**config.mk**
```make
export PLATFORM = sky130hd
export DESIGN_NAME = flash_pe_ctrl
export DESIGN_NICKNAME = d
export VERILOG_FILES = /design/src/rtl/flash_pe_ctrl.sv
export SDC_FILE = /design/constraint.sdc
export NUM_CORES = 1
export LEC_CHECK = 0
export BUFFER_PORTS_ARGS = -buffer_cell sky130_fd_sc_hd__buf_4
export CAP_MARGIN = 10
export CORE_MARGIN = 2
export CORE_UTILIZATION = 35
export CTS_BUF_LIST = sky130_fd_sc_hd__clkbuf_16
export DETAILED_ROUTE_END_ITERATION = 8
export GPL_ROUTABILITY_DRIVEN = 0
export PLACE_DENSITY = 0.63
export SLEW_MARGIN = 10
export SYNTH_ARGS = -nofsm -noshare
export SYNTH_HDL_FRONTEND = slang
export SYNTH_SLANG_ARGS = --single-unit
export TNS_END_PERCENT = 50
```
**constraint.sdc**
```tcl
create_clock -name clk -period 2 [get_ports clk]
set_input_delay 0.4 -clock clk [delete_from_list [all_inputs] [get_ports clk]]
set_output_delay 0.4 -clock clk [all_outputs]
set_load 0.02 [all_outputs]
```
**src/rtl/flash_pe_ctrl.sv**
```systemverilog
module flash_pe_ctrl (
  input  logic       clk,
  input  logic       rst_n,
  input  logic       wr_allow_pin,
  input  logic       wr_en,
  input  logic [7:0] wr_data,
  output logic [7:0] rd_data,
  output logic       erase_setup,
  output logic       prog_setup,
  output logic       erase_mode,
  output logic       prog_mode,
  output logic       erase_verify,
  output logic       prog_verify
);
  // bit map: 6 swe, 5 esu, 4 psu, 3 ev, 2 pv, 1 e, 0 p
  logic [6:0] q, nq, eff;
  logic [4:0] raised;
  logic       esu_block;
  logic [3:0] cand;

  assign raised    = wr_data[4:0] & ~q[4:0];
  assign esu_block = wr_data[5] & ~q[5] & (|raised);

  always_comb begin
    nq = q;
    if (!wr_allow_pin)
      nq = '0;
    else if (wr_en) begin
      if (!wr_data[6])
        nq = '0;
      else if (!q[6])
        nq = 7'b100_0000;
      else
        nq = {1'b1, (esu_block ? q[5] : wr_data[5]), wr_data[4:0]};
    end
  end

  always_ff @(posedge clk or negedge rst_n)
    if (!rst_n) q <= '0;
    else        q <= nq;

  assign eff     = wr_allow_pin ? q : 7'b0;
  assign rd_data = {wr_allow_pin, eff};

  assign erase_setup = eff[5];
  assign prog_setup  = eff[4];

  assign cand = {eff[1] & eff[5], eff[0] & eff[4], eff[3], eff[2]};
  wire   single = ((cand & (cand - 4'd1)) == 4'd0);
  assign {erase_mode, prog_mode, erase_verify, prog_verify} = single ? cand : 4'b0;

  AST_PIN_LOW_CLEARS: assert property (@(posedge clk) disable iff (!rst_n)
    !wr_allow_pin |=> (q == 7'b0));
  AST_SWE_NEEDS_PIN: assert property (@(posedge clk) disable iff (!rst_n)
    (!q[6] && !(wr_allow_pin && wr_en && wr_data[6])) |=> !q[6]);
  AST_LOW_BITS_NEED_SWE: assert property (@(posedge clk) disable iff (!rst_n)
    !q[6] |-> (q[5:0] == 6'b0));
  AST_ESU_EXCLUSIVE: assert property (@(posedge clk) disable iff (!rst_n)
    (wr_allow_pin && wr_en && wr_data[6] && wr_data[5] && !q[5] && ((wr_data[4:0] & ~q[4:0]) != 5'b0))
      |=> !q[5]);
  AST_SWE_CLEAR: assert property (@(posedge clk) disable iff (!rst_n)
    (wr_allow_pin && wr_en && !wr_data[6]) |=> (q == 7'b0));
  AST_HOLD_IDLE: assert property (@(posedge clk) disable iff (!rst_n)
    (wr_allow_pin && !wr_en) |=> $stable(q));
  AST_MODE_ONEHOT: assert property (@(posedge clk) disable iff (!rst_n)
    $onehot0({erase_mode, prog_mode, erase_verify, prog_verify}));
  AST_IDLE_NO_MODE: assert property (@(posedge clk) disable iff (!rst_n)
    (rd_data[6:0] == 7'b0) |-> !(erase_mode || prog_mode || erase_verify || prog_verify));
endmodule

```
### Word level (Yosys, flattened, before mapping)

Index checks and enable logic that the tools add are counted.

| cells by class | value |
|---|---|
| add/sub/neg operators | 1 |
| equal/unequal tests | 2 |
| multiplexer cells | 7 |
| bitwise operators | 8 |
| reduce and logical (&&, ||, !) cells | 3 |

Operators with widths:

| operator | count |
|---|---|
| 2-to-1 mux 7 bit | 4 |
| 2-to-1 mux 6 bit | 1 |
| AND 5 bit | 1 |
| inverter 5 bit | 1 |
| OR reduction 5 bit | 1 |
| AND 1 bit | 4 |
| AND 4 bit | 1 |
| logical NOT 4 bit | 1 |
| 2-to-1 mux 4 bit | 1 |
| != test 4 bit (second input constant) | 1 |
| subtractor 4 x 1 -> 4 bit (second input constant) | 1 |
| != test 2 x 1 -> 1 bit (second input constant) | 1 |
| AND reduction 2 bit | 1 |
| 2-to-1 mux 1 bit | 1 |
| inverter 1 bit | 1 |

| storage, ports and cells | value |
|---|---|
| flip-flop bits (word level) | 7 |
| input port bits | 12 |
| word-level logic and storage cells | 23 |

### Longest topological paths before layout

Gate-level depths: netlist of the first run.

| logic depth | value |
|---|---|
| depth in word-level cells | 9 |
| depth in mapped cells | 4 |
| mapped depth without buffers | 3 |

### Least setup slack after synthesis of the first run

Ideal clock, no wire load.

| timing path | value |
|---|---|
| path kind | register to output |
| from | register q[1] |
| to | output port prog_verify |
| arrival time | 1.092 ns |
| required time | 1.600 ns |
| slack | 0.508 ns |
| stages on the path, launching flop included | 4 |
| cells stage by stage | dfrtp_1 -> nand2_1 -> nand3_1 -> nor3b_1 |

| between the ends | value |
|---|---|
| cells in the longest elaborated chain, start to end | 6 |

Ends and longest elaborated chain:

| item | RTL line | RTL |
|---|---|---|
| start: declaration | 16 | `logic [6:0] q, nq, eff;` |
| start signal: assignment | 40 | `else q <= nq;` |
| 2-to-1 mux 7 bit * | 42 | `assign eff = wr_allow_pin ? q : 7'b0;` |
| AND 1 bit * | 48 | `assign cand = {eff[1] & eff[5], eff[0] & eff[4], eff[3], eff[2]};` |
| subtractor 4 x 1 -> 4 bit | 49 | `wire single = ((cand & (cand - 4'd1)) == 4'd0);` |
| AND 4 bit * | 49 |  |
| logical NOT 4 bit * | 49 |  |
| 2-to-1 mux 4 bit * | 50 | `assign {erase_mode, prog_mode, erase_verify, prog_verify} = single ? cand : 4'b0;` |
| end: declaration | 13 | `output logic prog_verify` |

Every way passes the cells marked *; elsewhere a longest branch is shown, timed or not.

### Worst setup path after layout of the first run

Same ends and word-level chain as after synthesis.

==> run summary, run 1 <==
status = finished, final reports clean
# resized after CTS = 0
ys async rst share = 100%
final instance area = 727 µm²
Rows = 13
clock slew at reported path FFs = 0.04 ns
initial drt markers = 5
top flop regs = q: 7 flops
Critical Path End Type = output pin
Die H = 40.9 µm
Detailed Place HPWL = 825 µm
Bufs on Longest Clock Path = 2
crit path buf inv count = 1
Rel. slew slack = 88.1%
Synth top cells by count = 7 x dfrtp_1, 7 x nand2_1, 6 x and2_1, 6 x inv_1, 6 x nand3_1
final setup fails = 0
Setup CP Type = reg2out
DRC = 0
postcts setup bufs = 0
hold-fix buffers at CTS = 1
Multi-input gate area = 241 µm²
Syn Area/Cell = 8.22 µm²
Setup crit end = prog_verify
f_max = 618 MHz
Slew Viols, Final = 0
antenna diode count = 0
slowest CP cell = dfrtp_1
register bank with the most flops = q
CP startpoint = q[1]
Crit path required time = 1.60 ns
TNS Setup = 0 ns
WL/cell = 11.8 µm
clk sinks = 7
worst-margin pin slew = 0.177 ns
H-tree Lvls = 1
vias in the first global route = 429
root buf cell = clkbuf_16
Via density = 4.95
pwr dens = 737 nW/µm²
synthesized area = 477 µm²
fill count = 136
Yosys top cell area share = 36.7%
Post-synth EDFFs = 0
CP arrival = 1.22 ns
Synth area leaders = dfrtp_1 37%, a21boi_0 7.9%, and2_1 7.9%
share of post-route cells with drive strength above 1 = 35.4%
post-synth top area cell = dfrtp_1
Hold Worst Slack = 0.443 ns
largest net degree at the start of global routing = 18
first-pass GRT wire length = 1810 µm
crit-path cells = nand2_1 > nand3_1 > nor3b_1 > buf_4
Peak VDD IR = 0.410 mV
Worst Reg-to-Reg Cells = 3
vias post-DR = 480
Netlist cell types = 22
syn nets = 70
WL final = 1140 µm
Sequential Area = 175 µm²
worst reg2reg endpoint = q[5]
Post-layout nets = 95
placed cell area = 638 µm²
leak pwr = 0.370 nW
final core utilization = 56.6%
Synth Warn # = 0
final hold vios = 0
WP depth = 4
DRT Pass-1 Iters = 5
reg2reg setup slack = 1.02 ns
Worst R2R Start = q[6]
Power Total = 0.536 mW
Post-Synthesis Cells = 58
GR Util All Layers = 17.2%
Hold Crit Class = in2reg
Largest register FFs = 7
Worst-Skew Late Latency = 0.23 ns
io pins = 26
Port Buf Inserts = 24
die width = 40.9 µm
initial core utilization = 37.1%
crit path max fanout = 5
Core Region = 1280 µm²
final antenna-violating net count = 0
RSZ-0062 raised after global routing = false
CTS tree = done
Area Growth Syn to Fin = 52.5%
flop and latch count out of synthesis = 7
CTS Buf Count = 3
fin crit share = 80.9%
largest stage delay on the critical path = 0.41 ns
crit path time final = 1.62 ns
CP Launch Type = flop
Max Cap Viol = 0
initial antenna violation count = 0
clock skew after layout = 0.00147 ns
Overflow after GRT = 0
Largest delay share family, worst path = flip-flops
register area share after synthesis = 36.7%
Die Area = 1670 µm²
Post-synth top flop = dfrtp_1
[metal layers]
layer  up-vias  GRT usage, %  share of wire, %
li1        244             -                 -
met2        22          27.3                47
met4         0          10.0               1.2
met5         -             0                 0
met3         3          3.26               8.8
met1       211          21.3                43
[area by class of cell]
| cell class | count | share of cell area [%] |
|---|---|---|
| Timing Repair Buffer | 25 | 26.2 |
| Multi-Input combinational cell | 40 | 33.2 |
| Tap cell | 15 | 2.58 |
| Inverter | 6 | 3.10 |
| Sequential cell | 7 | 24.1 |
| Clock buffer | 3 | 10.3 |
| Clock inverter | 1 | 0.516 |
[tightest hold or removal path, delay by kind of cell]
family / cells / cell delay (ns)
AO/OA/AOI/OAI: 1 / 0.07
buffers and inverters: 1 / 0.11
AND/OR/NAND/NOR: 1 / 0.05
[power by group]
part / internal (mW) / switching (mW) / leakage, nW
registers: 0.145 / 0.00237 / 0.0969
logic: 0.0250 / 0.0249 / 0.230
clock network: 0.260 / 0.0788 / 0.0423
[cell families (layout without fill, tap and decap cells)]
kind of cell,after synthesis,count (layout),synth area share (%)
flops,7,7,36.7
simple gates,28,28,32.5
compound gates,11,11,16.0
buf+inv,11,35,12.6
mux,1,1,2.10
[worst min-delay path by stage]
stage | startpoint | to | slack (ns) | cells after the start
2_1_floorplan | rst_n | q[0] | 0.10 | 0
3_3_place_gp | rst_n | q[6] | 0.22 | 1
4_1_cts | wr_data[0] | q[0] | 0.45 | 3
3_5_place_dp | rst_n | q[6] | 0.22 | 1
6_report | wr_data[0] | q[0] | 0.44 | 3
5_1_grt | wr_data[4] | q[4] | 0.46 | 3
[layout by cell type, fill, tap and decap left out]
cell type	Yosys	routed
and2_2	2	2
inv_1	6	7
mux2i_1	1	1
o2111ai_1	1	1
a21boi_0	5	5
nor3b_1	2	2
a21oi_1	1	1
nand2_1	7	7
o31ai_1	1	1
nor2_1	1	1
and3_1	1	1
clkbuf_16	0	3
and4_1	1	1
nor2b_1	1	1
o22ai_1	2	2
dfrtp_1	7	7
nand4_1	1	1
nand3_1	6	6
dlygate4sd3_1	0	1
and2_1	6	6
o21ai_0	1	1
buf_4	3	24
[per-stage QoR]
| stage | setup slack [ns] | instances |
|---|---|---|
| final | 0.382 | 97 |
| after global routing | 0.270 | 97 |
| after CTS | 0.383 | 97 |
| after detailed placement | 0.533 | 92 |
| after global placement | 0.532 | 92 |
| after floorplan | 0.508 | 58 |
Power figures use the tool's default switching activity.
==> run 2, diff against run 1 <==
- clock period: 2 -> 1.66 ns (I/O delays scaled with it)
==> run summary, run 2 (synthesis results as in run 1) <==
status = finished, final reports clean
vias post-DR = 479 (-0.21%)
io pins = 26 (unchanged)
worst-margin pin slew = 0.201 ns (+0.0235 ns)
fin crit share = 94.9%
Detailed Place HPWL = 825 µm (unchanged)
CP arrival = 1.24 ns (+0.02 ns)
Area Growth Syn to Fin = 53.5%
Worst R2R Start = q[6]
root buf cell = clkbuf_16
clock skew after layout = 0.00140 ns (-0.0000761 ns)
Crit path required time = 1.33 ns (-0.27 ns)
Worst-Skew Late Latency = 0.23 ns (about the same)
fin cells = 97 (unchanged)
final hold vios = 0 (unchanged)
worst reg2reg endpoint = q[5]
Setup crit end = prog_verify
CP Launch Type = flop
CTS tree = done
register bank with the most flops = q
top flop regs = q: 7 flops
Critical Path End Type = output pin
WL/cell = 11.9 µm (+0.88%)
RSZ-0062 raised after global routing = false
Rows = 13 (unchanged)
final setup fails = 0 (unchanged)
CTS Buf Count = 3 (unchanged)
first-pass GRT wire length = 1810 µm (unchanged)
clock slew at reported path FFs = 0.04 ns (about the same)
TNS Setup = 0 ns (unchanged)
Rel. slew slack = 86.6% (-1.5 points)
Max Cap Viol = 0 (unchanged)
DRC = 0 (unchanged)
WL final = 1150 µm (+0.88%)
clk sinks = 7 (unchanged)
crit path max fanout = 5 (unchanged)
Overflow after GRT = 0 (unchanged)
Cells after DPL = 92 (unchanged)
Setup CP Type = reg2out
reg2reg setup slack = 0.67 ns (-0.35 ns)
Die Area = 1670 µm² (unchanged)
initial core utilization = 37.1% (unchanged)
Bufs on Longest Clock Path = 2 (unchanged)
Via density = 4.94 (-0.21%)
crit path time final = 1.58 ns
f_max = 635 MHz
Final WS setup = 0.0843 ns (-0.298 ns)
most frequent cells in the layout = 24 x buf_4, 7 x nand2_1, 7 x inv_1, 7 x dfrtp_1
most common cell after layout, fill and taps aside = buf_4
largest stage delay on the critical path = 0.41 ns (about the same)
Largest register FFs = 7 (unchanged)
DRT Pass-1 Iters = 4 (-1)
Worst Reg-to-Reg Cells = 3 (unchanged)
H-tree Lvls = 1 (unchanged)
final antenna-violating net count = 0 (unchanged)
largest net degree at the start of global routing = 18 (unchanged)
die width = 40.9 µm (unchanged)
Core Region = 1280 µm² (unchanged)
GR Util All Layers = 17.2% (unchanged)
Hold Crit Class = in2reg
Slew Viols, Final = 0 (unchanged)
antenna diode count = 0 (unchanged)
Die H = 40.9 µm (unchanged)
CP startpoint = q[1]
Peak VDD IR = 0.494 mV (+20%)
share of post-route cells with drive strength above 1 = 36.6% (+1.2 points)
vias in the first global route = 429 (unchanged)
Port Buf Inserts = 24 (unchanged)
crit-path cells = nand2_1 > nand3_1 > nor3b_1 > buf_4
dpl ws = 0.329 ns (-0.204 ns)
fill count = 135 (-0.74%)
initial antenna violation count = 0 (unchanged)
pwr dens = 882 nW/µm² (+20%)
leak pwr = 0.372 nW (+0.64%)
slowest CP cell = dfrtp_1
initial drt markers = 7 (+2)
Post-layout nets = 95 (unchanged)
run 2: cell counts in the layout (fill, tap and decap cells not counted):
No cell type changed its count.
run 2: per-stage QoR:
| step | hold WS [ns] | power, mW | util (%) | cell area, µm² |
|---|---|---|---|---|
| 3_5_place_dp | 0.153 | 0.238 | 49.7 | 638 |
| 2_1_floorplan | 0.0364 | 0.208 | - | 477 |
| 6_report | 0.375 | 0.646 | 57.0 | 732 |
| 5_1_grt | 0.390 | 0.665 | 57.0 | 732 |
| 3_3_place_gp | 0.153 | 0.238 | 49.7 | 638 |
| 4_1_cts | 0.382 | 0.647 | 56.6 | 727 |
run 2: what timing repair did:
| action | in CTS | in global routing |
|---|---|---|
| hold buffers | 1 | 0 |
| resized for setup | 0 | 1 |
| setup endpoints to repair | 0 | 1 |
| hold endpoints to repair | 7 | 0 |
| setup buffers | 0 | 0 |
run 2: area by class of cell:
class	count	area (µm²)	area share [%]
Sequential cell	7	175	23.9
Clock buffer	3	75.1	10.3
Multi-Input combinational cell	40	246	33.7
Timing Repair Buffer	25	190	26.0
Clock inverter	1	3.75	0.513
Inverter	6	22.5	3.08
Tap cell	15	18.8	2.56
run 2: worst max-delay path, delay by kind of cell, from the launching register on:
family,cells,cell delay [ns]
and+or+nand+nor,3,0.42
DFF,1,0.41
buffers and inverters,1,0.17
run 2: worst min-delay path by stage:
stage	end	slack, ns	cells after the start	from
floorplan	q[0]	0.04	0	rst_n
CTS	q[0]	0.38	3	wr_data[0]
global placement	q[6]	0.15	1	rst_n
finish	q[0]	0.38	3	wr_data[0]
detailed placement	q[6]	0.15	1	rst_n
global route	q[4]	0.39	3	wr_data[4]
run 2: power by group:
part	leakage, nW	internal (mW)	switching (mW)
sequential	0.0969	0.174	0.00291
clock	0.0423	0.314	0.0946
combinational	0.233	0.0302	0.0303
total	0.372	0.518	0.128
run 2: metal layers:
layer  share of wire [%]  global-route usage [%]
met5                   0                       0
met4                 1.6                    10.0
met3                 9.0                    3.26
met2                  46                    27.3
met1                  43                    21.3
==> run 3, diff against run 2 <==
- RECOVER_POWER: not set -> 100
==> run summary, run 3 (synthesis results as in run 1) <==
status = finished, final reports clean
Die Area = 1670 µm² (unchanged)
f_max = 634 MHz (-0.13%)
Detailed Place HPWL = 825 µm (unchanged)
root buf cell = clkbuf_16
Logic pwr share = 9.0% (-0.4 points)
io pins = 26 (unchanged)
crit path time final = 1.58 ns (+0.00206 ns)
reg2reg setup slack = 0.64 ns (-0.03 ns)
Largest register FFs = 7 (unchanged)
final antenna-violating net count = 0 (unchanged)
Worst Reg-to-Reg Cells = 3 (unchanged)
Die H = 40.9 µm (unchanged)
fin crit share = 95.0% (+0.12 points)
initial core utilization = 37.1% (unchanged)
Core Region = 1280 µm² (unchanged)
Hold Crit Class = in2reg
Slew Viols, Final = 0 (unchanged)
clock skew after layout = 0.00153 ns (+0.000129 ns)
leak pwr = 0.345 nW (-7.2%)
worst reg2reg endpoint = q[3]
Peak VDD IR = 0.493 mV (about the same)
Port Buf Inserts = 24 (unchanged)
Bufs on Longest Clock Path = 2 (unchanged)
Max Cap Viol = 0 (unchanged)
most common cell after layout, fill and taps aside = buf_4
Multi-input gate area = 245 µm² (-0.51%)
placed cell area = 638 µm² (unchanged)
Setup CP Type = reg2out
DRC = 0 (unchanged)
die width = 40.9 µm (unchanged)
register bank with the most flops = q
vias in the first global route = 429 (unchanged)
share of post-route cells with drive strength above 1 = 30.5% (-6.1 points)
RSZ-0062 raised after global routing = false
Post-layout nets = 95 (unchanged)
Area Growth Syn to Fin = 48.6%
CTS tree = done
most frequent cells in the layout = 17 x buf_4, 7 x and2_0, 7 x nand2_1, 7 x inv_1, 7 x dfrtp_1
antenna diode count = 0 (unchanged)
sequential share of power = 27.6% (+0.2 points)
CP startpoint = q[1]
initial drt markers = 7 (unchanged)
DRT Pass-1 Iters = 4 (unchanged)
TNS Setup = 0 ns (unchanged)
sw frac = 19.8% (+0.057 points)
Rel. slew slack = 73.1% (-14 points)
Worst R2R Start = q[6]
Rows = 13 (unchanged)
H-tree Lvls = 1 (unchanged)
top flop regs = q: 7 flops
WL final = 1150 µm (about the same)
GR Util All Layers = 17.2% (unchanged)
worst-margin pin slew = 0.403 ns (+0.203 ns)
first-pass GRT wire length = 1810 µm (unchanged)
Critical Path End Type = output pin
Internal = 0.516 mW (-0.48%)
Crit path required time = 1.33 ns (about the same)
crit path max fanout = 5 (unchanged)
initial antenna violation count = 0 (unchanged)
clock slew at reported path FFs = 0.04 ns (about the same)
clock share of power = 63.4% (+0.2 points)
WL/cell = 11.9 µm (about the same)
final instance area = 708 µm² (-3.2%)
Sequential Area = 175 µm² (unchanged)
largest net degree at the start of global routing = 18 (unchanged)
pwr dens = 908 nW/µm² (+2.9%)
CP arrival = 1.25 ns (about the same)
vias post-DR = 478 (-0.21%)
Setup crit end = prog_verify
fill count = 141 (+4.4%)
Overflow after GRT = 0 (unchanged)
clk sinks = 7 (unchanged)
CP Launch Type = flop
CTS Buf Count = 3 (unchanged)
Via density = 4.93 (-0.21%)
P_sw = 0.128 mW (-0.12%)
final setup fails = 0 (unchanged)
Worst-Skew Late Latency = 0.23 ns (about the same)
final hold vios = 0 (unchanged)
[run 3: changes by cell type in the layout (fill, tap and decap cells not counted), sizes merged]
| cell | change |
|---|---|
| buf | -7 |
| clkbuf | +7 |
[run 3: worst min-delay path by stage]
stage | start | endpoint | slack [ns] | cells past startpoint
2_1_floorplan | rst_n | q[0] | 0.04 | 0
3_3_place_gp | rst_n | q[6] | 0.15 | 1
3_5_place_dp | rst_n | q[6] | 0.15 | 1
4_1_cts | wr_data[0] | q[0] | 0.38 | 3
5_1_grt | wr_data[4] | q[4] | 0.39 | 3
6_report | wr_data[0] | q[0] | 0.38 | 3
[run 3: critical path: stages, from the launching register on]
cell and delay, ns:
dfrtp_1 0.42, nand2_1 0.10, nand3_1 0.11, nor3b_1 0.21
buf_4 0.17
[run 3: layout make-up]
class	instances	share of cell area, %
inverters	6	3.18
clock inverters	1	0.530
flip-flops and latches	7	24.7
well taps	15	2.65
repair buffers	25	23.7
clock buffers	3	10.6
multi-input cells	40	34.6
[run 3: layer usage]
layer  track usage, %  up-vias  routed length, µm
met2             27.3       22                528
met4             10.0        0                 19
met5                0        -                  0
li1                 -      244                  -
met1             21.3      207                497
met3             3.26        5                106
[run 3: what timing repair did]
item,4_1_cts,5_1_grt
resized for setup,0,1
endpoints found under the hold margin,7,0
hold buffers,1,0
buffers inserted,0,0
setup endpoints to repair,0,1
[run 3: per-stage QoR]
step | utilization (%) | setup WS, ns | hold slack [ns] | total power, mW | std cells
global placement | 49.7 | 0.328 | 0.153 | 0.238 | 92
detailed placement | 49.7 | 0.329 | 0.153 | 0.238 | 92
CTS | 56.6 | 0.111 | 0.382 | 0.647 | 97
floorplan | - | 0.236 | 0.0364 | 0.208 | 58
finish | 55.1 | 0.0823 | 0.375 | 0.643 | 97
global route | 55.1 | 0.0314 | 0.390 | 0.663 | 97
[run 3: power by group through the flow]
stage | Combinational [mW] | Sequential, mW | Clock (mW)
after floorplan | 0.0295 | 0.179 | 0
after global placement | 0.0589 | 0.179 | 0
after detailed placement | 0.0586 | 0.179 | 0
after CTS | 0.0612 | 0.177 | 0.408
after global routing | 0.0649 | 0.178 | 0.420
final | 0.0581 | 0.177 | 0.408
